`config.mk`:
```
export PLATFORM = sky130hd
export DESIGN_NAME = dfr_router
export DESIGN_NICKNAME = d
export VERILOG_FILES = /design/src/rtl/dfr_pkg.sv /design/src/rtl/dfr_cfg_check.sv /design/src/rtl/dfr_lane.sv /design/src/rtl/dfr_seq.sv /design/src/rtl/dfr_router.sv
export SDC_FILE = /design/constraint.sdc
export NUM_CORES = 1
export LEC_CHECK = 0
export BUFFER_PORTS_ARGS = -buffer_cell sky130_fd_sc_hd__buf_2
export CAP_MARGIN = 30
export CORE_MARGIN = 2
export CORE_UTILIZATION = 36
export CTS_BUF_LIST = sky130_fd_sc_hd__clkbuf_4
export CTS_CLUSTER_DIAMETER = 150
export DETAILED_ROUTE_END_ITERATION = 16
export GPL_ROUTABILITY_DRIVEN = 0
export HOLD_SLACK_MARGIN = 0.08
export SLEW_MARGIN = 20
export SYNTH_ARGS = -nofsm -noshare
export SYNTH_HDL_FRONTEND = slang
export SYNTH_SLANG_ARGS = --single-unit
```
`constraint.sdc`:
```
create_clock -name clk -period 2.8 [get_ports clk]
set_clock_uncertainty 0.2 [all_clocks]
set_input_delay 0.56 -clock clk [delete_from_list [all_inputs] [get_ports clk]]
set_output_delay 0.56 -clock clk [all_outputs]
set_load 0.005 [all_outputs]
```
`src/rtl/dfr_pkg.sv`:
```
`timescale 1ns/1ps
package dfr_pkg;

  typedef enum logic {
    ARR_PARALLEL = 1'b0,
    ARR_STACKED  = 1'b1
  } arr_e;

  localparam logic [1:0] TGT_NONE = 2'b00;
  localparam logic [1:0] TGT_LO   = 2'b01;
  localparam logic [1:0] TGT_HI   = 2'b10;
  localparam logic [1:0] TGT_BOTH = 2'b11;

  typedef struct packed {
    arr_e       arr;
    logic [1:0] tgt;
    logic       stripe;
    logic       quad;
    logic       rd;
  } xfer_cfg_t;

  localparam int LANES  = 2;
  localparam int BUS_W  = 4;
  localparam int BYTE_W = 8;

endpackage

```
`src/rtl/dfr_cfg_check.sv`:
```
`timescale 1ns/1ps
module dfr_cfg_check
  import dfr_pkg::*;
#(
  parameter int LEN_W = 12
) (
  input  xfer_cfg_t        cfg,
  input  logic [LEN_W-1:0] len,
  output logic             ok
);

  logic len_zero;
  logic tgt_bad;
  logic stk_both;
  logic stripe_bad;

  always_comb begin
    len_zero   = (len == '0);
    tgt_bad    = (cfg.tgt == TGT_NONE);
    stk_both   = (cfg.arr == ARR_STACKED) && (cfg.tgt == TGT_BOTH);
    stripe_bad = cfg.stripe &&
                 ((cfg.arr == ARR_STACKED) || (cfg.tgt != TGT_BOTH) || len[0]);
    ok         = !(len_zero || tgt_bad || stk_both || stripe_bad);
  end

endmodule

```
`src/rtl/dfr_lane.sv`:
```
`timescale 1ns/1ps
module dfr_lane
  import dfr_pkg::*;
(
  input  logic              clk,
  input  logic              rst_n,
  input  logic              load,
  input  logic [BYTE_W-1:0] load_byte,
  input  logic              shift,
  input  logic              quad,
  input  logic              drive,
  input  logic [BUS_W-1:0]  pin_i,
  output logic [BUS_W-1:0]  pin_o,
  output logic [BUS_W-1:0]  pin_oe,
  output logic [BYTE_W-1:0] sh_nxt
);

  logic [BYTE_W-1:0] sh_q;
  logic [BYTE_W-1:0] sh_d;

  always_comb begin
    if (quad) sh_nxt = {sh_q[BYTE_W-BUS_W-1:0], pin_i};
    else      sh_nxt = {sh_q[BYTE_W-2:0], pin_i[1]};

    sh_d = sh_q;
    if (load)       sh_d = load_byte;
    else if (shift) sh_d = sh_nxt;

    if (quad) pin_o = sh_q[BYTE_W-1:BYTE_W-BUS_W];
    else      pin_o = {{(BUS_W-1){1'b0}}, sh_q[BYTE_W-1]};

    if (!drive)    pin_oe = '0;
    else if (quad) pin_oe = '1;
    else           pin_oe = {{(BUS_W-1){1'b0}}, 1'b1};
  end

  always_ff @(posedge clk or negedge rst_n) begin
    if (!rst_n) sh_q <= '0;
    else        sh_q <= sh_d;
  end

endmodule

```
`src/rtl/dfr_seq.sv`:
```
`timescale 1ns/1ps
module dfr_seq
  import dfr_pkg::*;
#(
  parameter int LEN_W = 12
) (
  input  logic             clk,
  input  logic             rst_n,
  input  logic             start,
  input  logic             cfg_ok,
  input  xfer_cfg_t        cfg_in,
  input  logic [LEN_W-1:0] len_in,
  output logic             accept,
  output logic             run,
  output logic             ph,
  output logic             bit_end,
  output logic             beat_end,
  output logic             last_beat,
  output xfer_cfg_t        cfg_q
);

  localparam int BT_W = $clog2(BYTE_W);

  logic             run_q, run_d;
  logic             ph_q, ph_d;
  logic [BT_W-1:0]  bt_q, bt_d;
  logic [LEN_W-1:0] beats_q, beats_d;
  xfer_cfg_t        cfg_d;
  logic [BT_W-1:0]  bt_last;

  always_comb begin
    bt_last   = cfg_q.quad ? BT_W'(BYTE_W/BUS_W - 1) : BT_W'(BYTE_W - 1);
    accept    = !run_q && start && cfg_ok;
    bit_end   = run_q && ph_q;
    beat_end  = bit_end && (bt_q == bt_last);
    last_beat = (beats_q == LEN_W'(1));

    run_d   = run_q;
    ph_d    = ph_q;
    bt_d    = bt_q;
    beats_d = beats_q;
    cfg_d   = cfg_q;

    if (accept) begin
      run_d   = 1'b1;
      ph_d    = 1'b0;
      bt_d    = '0;
      beats_d = cfg_in.stripe ? (len_in >> 1) : len_in;
      cfg_d   = cfg_in;
    end else if (run_q) begin
      ph_d = !ph_q;
      if (bit_end) bt_d = beat_end ? '0 : bt_q + BT_W'(1);
      if (beat_end) begin
        beats_d = beats_q - LEN_W'(1);
        if (last_beat) run_d = 1'b0;
      end
    end
  end

  always_ff @(posedge clk or negedge rst_n) begin
    if (!rst_n) begin
      run_q   <= 1'b0;
      ph_q    <= 1'b0;
      bt_q    <= '0;
      beats_q <= '0;
      cfg_q   <= '0;
    end else begin
      run_q   <= run_d;
      ph_q    <= ph_d;
      bt_q    <= bt_d;
      beats_q <= beats_d;
      cfg_q   <= cfg_d;
    end
  end

  assign run = run_q;
  assign ph  = ph_q;

endmodule

```
`src/rtl/dfr_router.sv`:
```
`timescale 1ns/1ps
module dfr_router
  import dfr_pkg::*;
#(
  parameter int LEN_W = 12
) (
  input  logic                clk,
  input  logic                rst_n,
  input  logic                start,
  input  logic                cfg_stacked,
  input  logic [1:0]          cfg_tgt,
  input  logic                cfg_stripe,
  input  logic                cfg_quad,
  input  logic                cfg_rd,
  input  logic [LEN_W-1:0]    cfg_len,
  input  logic                err_clr,
  input  logic [2*BYTE_W-1:0] tx_data,
  output logic                tx_req,
  output logic                rx_valid,
  output logic [2*BYTE_W-1:0] rx_data,
  output logic                busy,
  output logic                err,
  output logic                sclk,
  output logic                cs_lo_n,
  output logic                cs_hi_n,
  output logic [BUS_W-1:0]    io_lo_o,
  output logic [BUS_W-1:0]    io_lo_oe,
  input  logic [BUS_W-1:0]    io_lo_i,
  output logic [BUS_W-1:0]    io_hi_o,
  output logic [BUS_W-1:0]    io_hi_oe,
  input  logic [BUS_W-1:0]    io_hi_i
);

  xfer_cfg_t cfg_in;
  xfer_cfg_t cfg_q;
  logic      cfg_ok;
  logic      accept, run, ph, bit_end, beat_end, last_beat;
  logic      stk_q, rd_q;
  logic      stripe_eff;
  logic      load;

  logic [BYTE_W-1:0] lane_ld   [LANES];
  logic [BYTE_W-1:0] lane_nxt  [LANES];
  logic [BUS_W-1:0]  lane_pi   [LANES];
  logic [BUS_W-1:0]  lane_po   [LANES];
  logic [BUS_W-1:0]  lane_poe  [LANES];
  logic              lane_act  [LANES];
  logic              lane_drv  [LANES];

  logic                rxv_q, rxv_d;
  logic [2*BYTE_W-1:0] rxd_q, rxd_d;
  logic                err_q, err_d;
  logic [BYTE_W-1:0]   rx_src;

  assign cfg_in = '{arr:    cfg_stacked ? ARR_STACKED : ARR_PARALLEL,
                    tgt:    cfg_tgt,
                    stripe: cfg_stripe,
                    quad:   cfg_quad,
                    rd:     cfg_rd};

  dfr_cfg_check #(.LEN_W(LEN_W)) u_check (
    .cfg (cfg_in),
    .len (cfg_len),
    .ok  (cfg_ok)
  );

  dfr_seq #(.LEN_W(LEN_W)) u_seq (
    .clk       (clk),
    .rst_n     (rst_n),
    .start     (start),
    .cfg_ok    (cfg_ok),
    .cfg_in    (cfg_in),
    .len_in    (cfg_len),
    .accept    (accept),
    .run       (run),
    .ph        (ph),
    .bit_end   (bit_end),
    .beat_end  (beat_end),
    .last_beat (last_beat),
    .cfg_q     (cfg_q)
  );

  always_comb begin
    stk_q      = (cfg_q.arr == ARR_STACKED);
    rd_q       = cfg_q.rd;
    stripe_eff = run ? cfg_q.stripe : cfg_in.stripe;
    load       = (accept && !cfg_in.rd) ||
                 (beat_end && !last_beat && !cfg_q.rd);
    lane_act[0] = run && (stk_q || cfg_q.tgt[0]);
    lane_act[1] = run && !stk_q && cfg_q.tgt[1];
    lane_ld[0]  = tx_data[BYTE_W-1:0];
    lane_ld[1]  = stripe_eff ? tx_data[2*BYTE_W-1:BYTE_W] : tx_data[BYTE_W-1:0];
    lane_pi[0]  = io_lo_i;
    lane_pi[1]  = io_hi_i;
  end

  for (genvar g = 0; g < LANES; g++) begin : g_lane
    assign lane_drv[g] = lane_act[g] && !cfg_q.rd;
    dfr_lane u_lane (
      .clk       (clk),
      .rst_n     (rst_n),
      .load      (load),
      .load_byte (lane_ld[g]),
      .shift     (bit_end),
      .quad      (cfg_q.quad),
      .drive     (lane_drv[g]),
      .pin_i     (lane_pi[g]),
      .pin_o     (lane_po[g]),
      .pin_oe    (lane_poe[g]),
      .sh_nxt    (lane_nxt[g])
    );
  end

  always_comb begin
    rx_src = (!stk_q && cfg_q.tgt == TGT_HI) ? lane_nxt[1] : lane_nxt[0];
    rxv_d  = beat_end && cfg_q.rd;
    rxd_d  = rxd_q;
    if (rxv_d) begin
      if (cfg_q.stripe) rxd_d = {lane_nxt[1], lane_nxt[0]};
      else              rxd_d = {{BYTE_W{1'b0}}, rx_src};
    end
    err_d = err_q;
    if (start && !run && !cfg_ok) err_d = 1'b1;
    else if (err_clr)             err_d = 1'b0;
  end

  always_ff @(posedge clk or negedge rst_n) begin
    if (!rst_n) begin
      rxv_q <= 1'b0;
      rxd_q <= '0;
      err_q <= 1'b0;
    end else begin
      rxv_q <= rxv_d;
      rxd_q <= rxd_d;
      err_q <= err_d;
    end
  end

  assign tx_req   = load;
  assign rx_valid = rxv_q;
  assign rx_data  = rxd_q;
  assign busy     = run;
  assign err      = err_q;
  assign sclk     = run && ph;
  assign cs_lo_n  = !(run && (!stk_q || cfg_q.tgt == TGT_LO));
  assign cs_hi_n  = !(run && (!stk_q || cfg_q.tgt == TGT_HI));
  assign io_lo_o  = lane_po[0];
  assign io_lo_oe = lane_poe[0];
  assign io_hi_o  = lane_po[1];
  assign io_hi_oe = lane_poe[1];

endmodule

```
# == Word level (Yosys, flattened, before mapping) ==
# Cells that the tools add are included.
# totals
ff_bits,57
inputBits,46
out_inout_bits,39
word_cells,101
# classes
addsub,2
n_eq_ne,6
mux,33
n_reduce_logical,46
# ops
cell,n
$mux W8,8
$mux W12,4
$mux W4,5
$logic_and A1 B1 Y1,19
$mux W16,1
$mux W3,5
$eq A12 B1 Y1 const B,1
$logic_not A12 Y1,1
$sub A12 B1 Y12 const B,1
$mux W1,10
$reduce_bool A2 Y1,5
$logic_not A1 Y1,9
$logic_or A1 B1 Y1,9
$eq A2 B2 Y1 const B,2
$reduce_and A2 Y1,2
$add A3 B1 Y3 const B,1
$eq A3 B3 Y1,1
$eq A2 B1 Y1 const B,1
$logic_not A2 Y1,1
$ne A2 B2 Y1 const B,1

# == Logic depth before layout (Yosys ltp) ==
# logic_depth
word_depth,10
mapped_depth,7
ltp_nobuf,6

# == Cells and area by module ==
# A second synthesis with hierarchy kept.
# hier_totals
cells_unflattened,366
area_unflattened_um2,3537.1
# modules_own_cells
module,n_inst,cells_each,area_each_um2,seq_area_each_um2
dfr_seq,1,152,1345.0,575.6
dfr_lane,2,53,585.6,200.2
dfr_router,1,98,958.4,450.4
dfr_cfg_check,1,10,62.6,0.0

# == Worst setup path before layout ==
# No wires, ideal clock.
# synth_path
path_type,input-to-output
start,in cfg_stripe
end,out tx_req
t_arrival_ps,1769
t_required_ps,2040
path_slack_ps,271
path_stages,7
n_path_buf,2
cell_sequence,clkbuf_1 > nor2b_1 > a211oi_1 > nor4_1 > a21oi_4 > buf_12 > inv_1
# synth_between
elab_chain_cells,6
# synth_lines
item,line_no,source
from (decl),dfr_router.sv:12,"input logic cfg_stripe,"
$logic_and A1 B1 Y1,dfr_cfg_check.sv:21,stripe_bad = cfg.stripe &&
$logic_or A1 B1 Y1,dfr_cfg_check.sv:23,ok = !(len_zero || tgt_bad || stk_both || stripe_bad);
$logic_not A1 Y1,dfr_cfg_check.sv:23,
$logic_and A1 B1 Y1,dfr_seq.sv:33,accept = !run_q && start && cfg_ok;
$logic_and A1 B1 Y1,dfr_router.sv:87,load = (accept && !cfg_in.rd) ||
$logic_or A1 B1 Y1,dfr_router.sv:87,
to (decl),dfr_router.sv:18,"output logic tx_req,"
# No other way between the ends.

# == Worst setup path in the final report ==
# layout_path
start,reg u_seq.beats_q[7]
end,out tx_req
# layout_between
elab_chain_cells,5
# layout_lines
item,line_no,source
from (decl),dfr_seq.sv:27,"logic [LEN_W-1:0] beats_q, beats_d;"
from (signal assigned),dfr_seq.sv:71,beats_q <= beats_d;
$eq A12 B1 Y1,dfr_seq.sv:36,last_beat = (beats_q == LEN_W'(1));
$logic_not A1 Y1,dfr_router.sv:88,(beat_end && !last_beat && !cfg_q.rd);
$logic_and A1 B1 Y1 (2 in series),dfr_router.sv:88,
$logic_or A1 B1 Y1,dfr_router.sv:87,
# No other way between the ends.

==> results by group <==
Run status
  • Status: finished, violations left
  • Failing checks: negative setup slack

Critical path
  • Critical Path Start: u_seq.beats_q[7]
  • Reg2reg start: u_seq.beats_q[7]
  • Critical path startpoint category: flop
  • Reg-to-Reg End: g_lane[0].u_lane.sh_q[3]
  • CP cell instances: or4_4 -> nor4_4 -> nand4b_4 -> a21oi_4 -> inv_2 -> buf_6
  • Crit end category: output port
  • Worst Path Required: 2.04 ns
  • Worst path max stage delay: 0.57 ns
  • Critical path class: flop to output port
  • Reg2reg path depth: 6
  • CP arrival: 2.11 ns
  • Max FO, Critical Path: 4
  • Slowest CP cell: or4_4
  • R2R setup slack: 0.30 ns

Synthesis
  • Yosys warns: 0
  • Seq/Total Area, Yosys: 0.426
  • Top cells by count, synth: dfrtp_1, nand2_1, mux2i_1
  • Unique masters post-synth: 46
  • Post-Syn Area per Cell: 9.85 µm²
  • Synth top area share: 0.426
  • FF+latch count, synth: 57
  • Dominant cells by area after synthesis: dfrtp_1, mux2i_1, mux2_2
  • Count leader, synth: dfrtp_1
  • Largest area contributor in the netlist: dfrtp_1
  • Ys async rst share: 1.00
  • Number of synthesized flops with an enable pin: 0
  • Post-synth net total: 389
  • Cells after synthesis: 340
  • Post-synth top flop: dfrtp_1
  • Netlist Area Pre-Place: 3350 µm²

STA
  • Slew Limit Headroom: 0.551
  • Final WS setup: -0.0658 ns
  • Shortest period the worst path allows: 2.87 ns
  • Fin. Hold Viols: 0
  • Crit share post-route: 1.02
  • Max Fclk: 349 MHz
  • Max-slew violations: 0
  • Worst Max-Slew Pin Slew: 0.673 ns
  • Setup-failing EPs final: 1
  • Unrepaired setup endpoints after global routing: yes

Global routing
  • Initial antenna violation count: 0
  • Number of global-route vias before repair: 2650
  • Met3 Usage GRT: 0.0347
  • Total track usage: 0.167
  • Pin count of the biggest net entering global routing: 34
  • Grt ovf: 0
  • Gr busiest metal: met2
  • Met2 global-route usage: 0.248
  • First-pass GRT wire length: 13.1 mm
  • Met1 usage: 0.239

Floorplan
  • Die area: 10100 µm²
  • Boundary Pins: 85
  • Core box area: 9150 µm²
  • Initial core utilization: 0.366
  • Die Y: 100 µm
  • Row count: 35
  • Die boundary width: 100 µm

Route
  • # DRC: 0
  • First-iteration detailed-routing DRC count: 123
  • DRT Wirelength: 7.88 mm
  • DRT Pass-1 Iters: 4
  • Vias after detailed routing: 2657
  • Post-DR wirelength/cell: 14.5 µm
  • Final ANT Viol Nets: 0
  • Routed vias/inst: 4.90

Power
  • P_int: 2.45 mW
  • Comb pwr share: 0.477
  • Net switching power: 1.61 mW
  • Tot Pwr: 4.06 mW
  • Power Density: 1000 nW/µm²
  • Reg power frac: 0.379
  • Static Leakage: 2.01 nW
  • Clock power frac: 0.144
  • Sw Share: 0.398
  • Worst vdd ir: 0.340 mV

Final layout
  • Post-route cell area: 4060 µm²
  • Final Net Count: 475
  • Final instance count without filler cells: 542
  • Diode count: 0
  • Share of layout cells above drive strength 1: 0.353
  • Syn-to-layout area delta: 21.1%

Clock network
  • Clk root buf: clkbuf_4
  • Clock-pin slew on the worst setup and hold paths: 0.09 ns
  • # clock sinks: 57
  • Clk_lat worst skew: 0.40 ns
  • CTS buffer count: 9
  • H-tree levels: 3
  • CTS tree: built
  • Clock tree buffer depth: 2

Place
  • Placed instance count: 525
  • Post-place setup slack: 0.217 ns
  • Detailed Place HPWL: 6.05 mm
  • Area after DPL: 3900 µm²
  • IO Port Bufs: 84

Min path
  • Worst Hold Class: primary input to flop
  • WHS Endpoint: err
  • Worst Min Path Start: err_clr
  • WHS Path Cells: 2

Run
  • Max cap viols: 0
[layout make-up]
class	instances	area (µm²)
fillers	892	5100
multi-input cells	250	1770
clock buffers	10	75.1
repair buffers	99	554
well taps	111	139
inverters	9	33.8
clock inverters	6	58.8
flip-flops and latches	57	1430
[kinds of logic after synthesis]
| group | Yosys count | synth area share |
|---|---|---|
| adders and majority gates | 3 | 0.0112 |
| DFF | 57 | 0.426 |
| and+or+nand+nor | 111 | 0.166 |
| AOI/OAI and AO/OA | 58 | 0.105 |
| muxes | 71 | 0.224 |
| xor gates and xnor gates | 7 | 0.0183 |
| buffers and inverters | 33 | 0.0501 |
[how the worst max path moves through the flow]
stage                          endpoint  slack (ns)  depth (start not counted)
2_1_floorplan                    tx_req        0.27                          7
3_3_place_gp                     tx_req        0.24                          8
3_5_place_dp   g_lane[0].u_lane.sh_q[3]        0.22                          8
4_1_cts                          tx_req       -0.11                          6
5_1_grt                          tx_req       -0.22                          6
6_report                         tx_req       -0.07                          6
[power by group through the flow]
stage | combinational, mW | clock [mW] | sequential, mW
finish | 1.94 | 0.585 | 1.54
global route | 2.19 | 0.643 | 1.60
CTS | 1.95 | 0.602 | 1.54
detailed placement | 1.93 | 0 | 1.56
global placement | 1.91 | 0 | 1.55
floorplan | 1.40 | 0 | 1.46
[layer usage]
layer,part of all wire,vias to the layer above
li1,-,1369
met1,0.51,1231
met2,0.44,45
met3,0.033,12
met4,0.019,0
met5,0,-
[worst max-delay path: cells and delay by family, from the launching register on]
kind / cells / cell delay (ns)
compound gates: 1 / 0.16
buf+inv: 2 / 0.17
flops: 1 / 0.40
simple gates: 3 / 0.98
[stage by stage]
stage	TNS (ns)	utilization	hold WS, ns
after detailed placement	0	0.426	0.266
after CTS	-0.106	0.443	0.129
final	-0.0658	0.443	0.148
after global routing	-0.221	0.443	0.126
after floorplan	0	-	0.0644
after global placement	0	0.426	0.260
[layout by cell type (no fill, tap or decap), types with 2 or more instances in the layout]
cell | synthesis | final
dfrtp_1 | 57 | 57
ha_1 | 3 | 3
o21ai_0 | 31 | 31
inv_1 | 9 | 8
nand2b_1 | 4 | 4
xnor2_1 | 4 | 4
buf_4 | 6 | 13
or3_2 | 2 | 2
a21oi_1 | 13 | 13
nor2_1 | 21 | 21
mux2_2 | 27 | 27
and2_1 | 8 | 8
nor4_1 | 5 | 5
xor2_1 | 3 | 3
clkbuf_4 | 0 | 10
nor3_1 | 5 | 4
nand3_1 | 3 | 3
o211ai_1 | 2 | 2
nand2_1 | 49 | 49
a221o_1 | 2 | 2
buf_2 | 4 | 83
clkinv_2 | 0 | 2
mux2i_1 | 43 | 43
clkinvlp_4 | 0 | 2
nand3b_1 | 4 | 4
[state kept, by name (all words and copies together), names as in the netlist]
register            flops
g_lane.u_lane.sh_q     16
u_seq.beats_q          12
err                     1
u_seq.ph                1
u_seq.bt_q              3
rx_data                16
u_seq.cfg_q             6
u_seq.run               1
rx_valid                1
[repair_timing]
| item | 4_1_cts | 5_1_grt |
|---|---|---|
| hold buffers | 1 | 0 |
| setup buffers | 0 | 0 |
| endpoints found under the hold margin | 28 | 0 |
| endpoints found under the setup margin | 1 | 1 |
| gates resized for setup | 2 | 1 |
| pin swaps | 0 | 0 |
(Power assumes the default switching activity.)
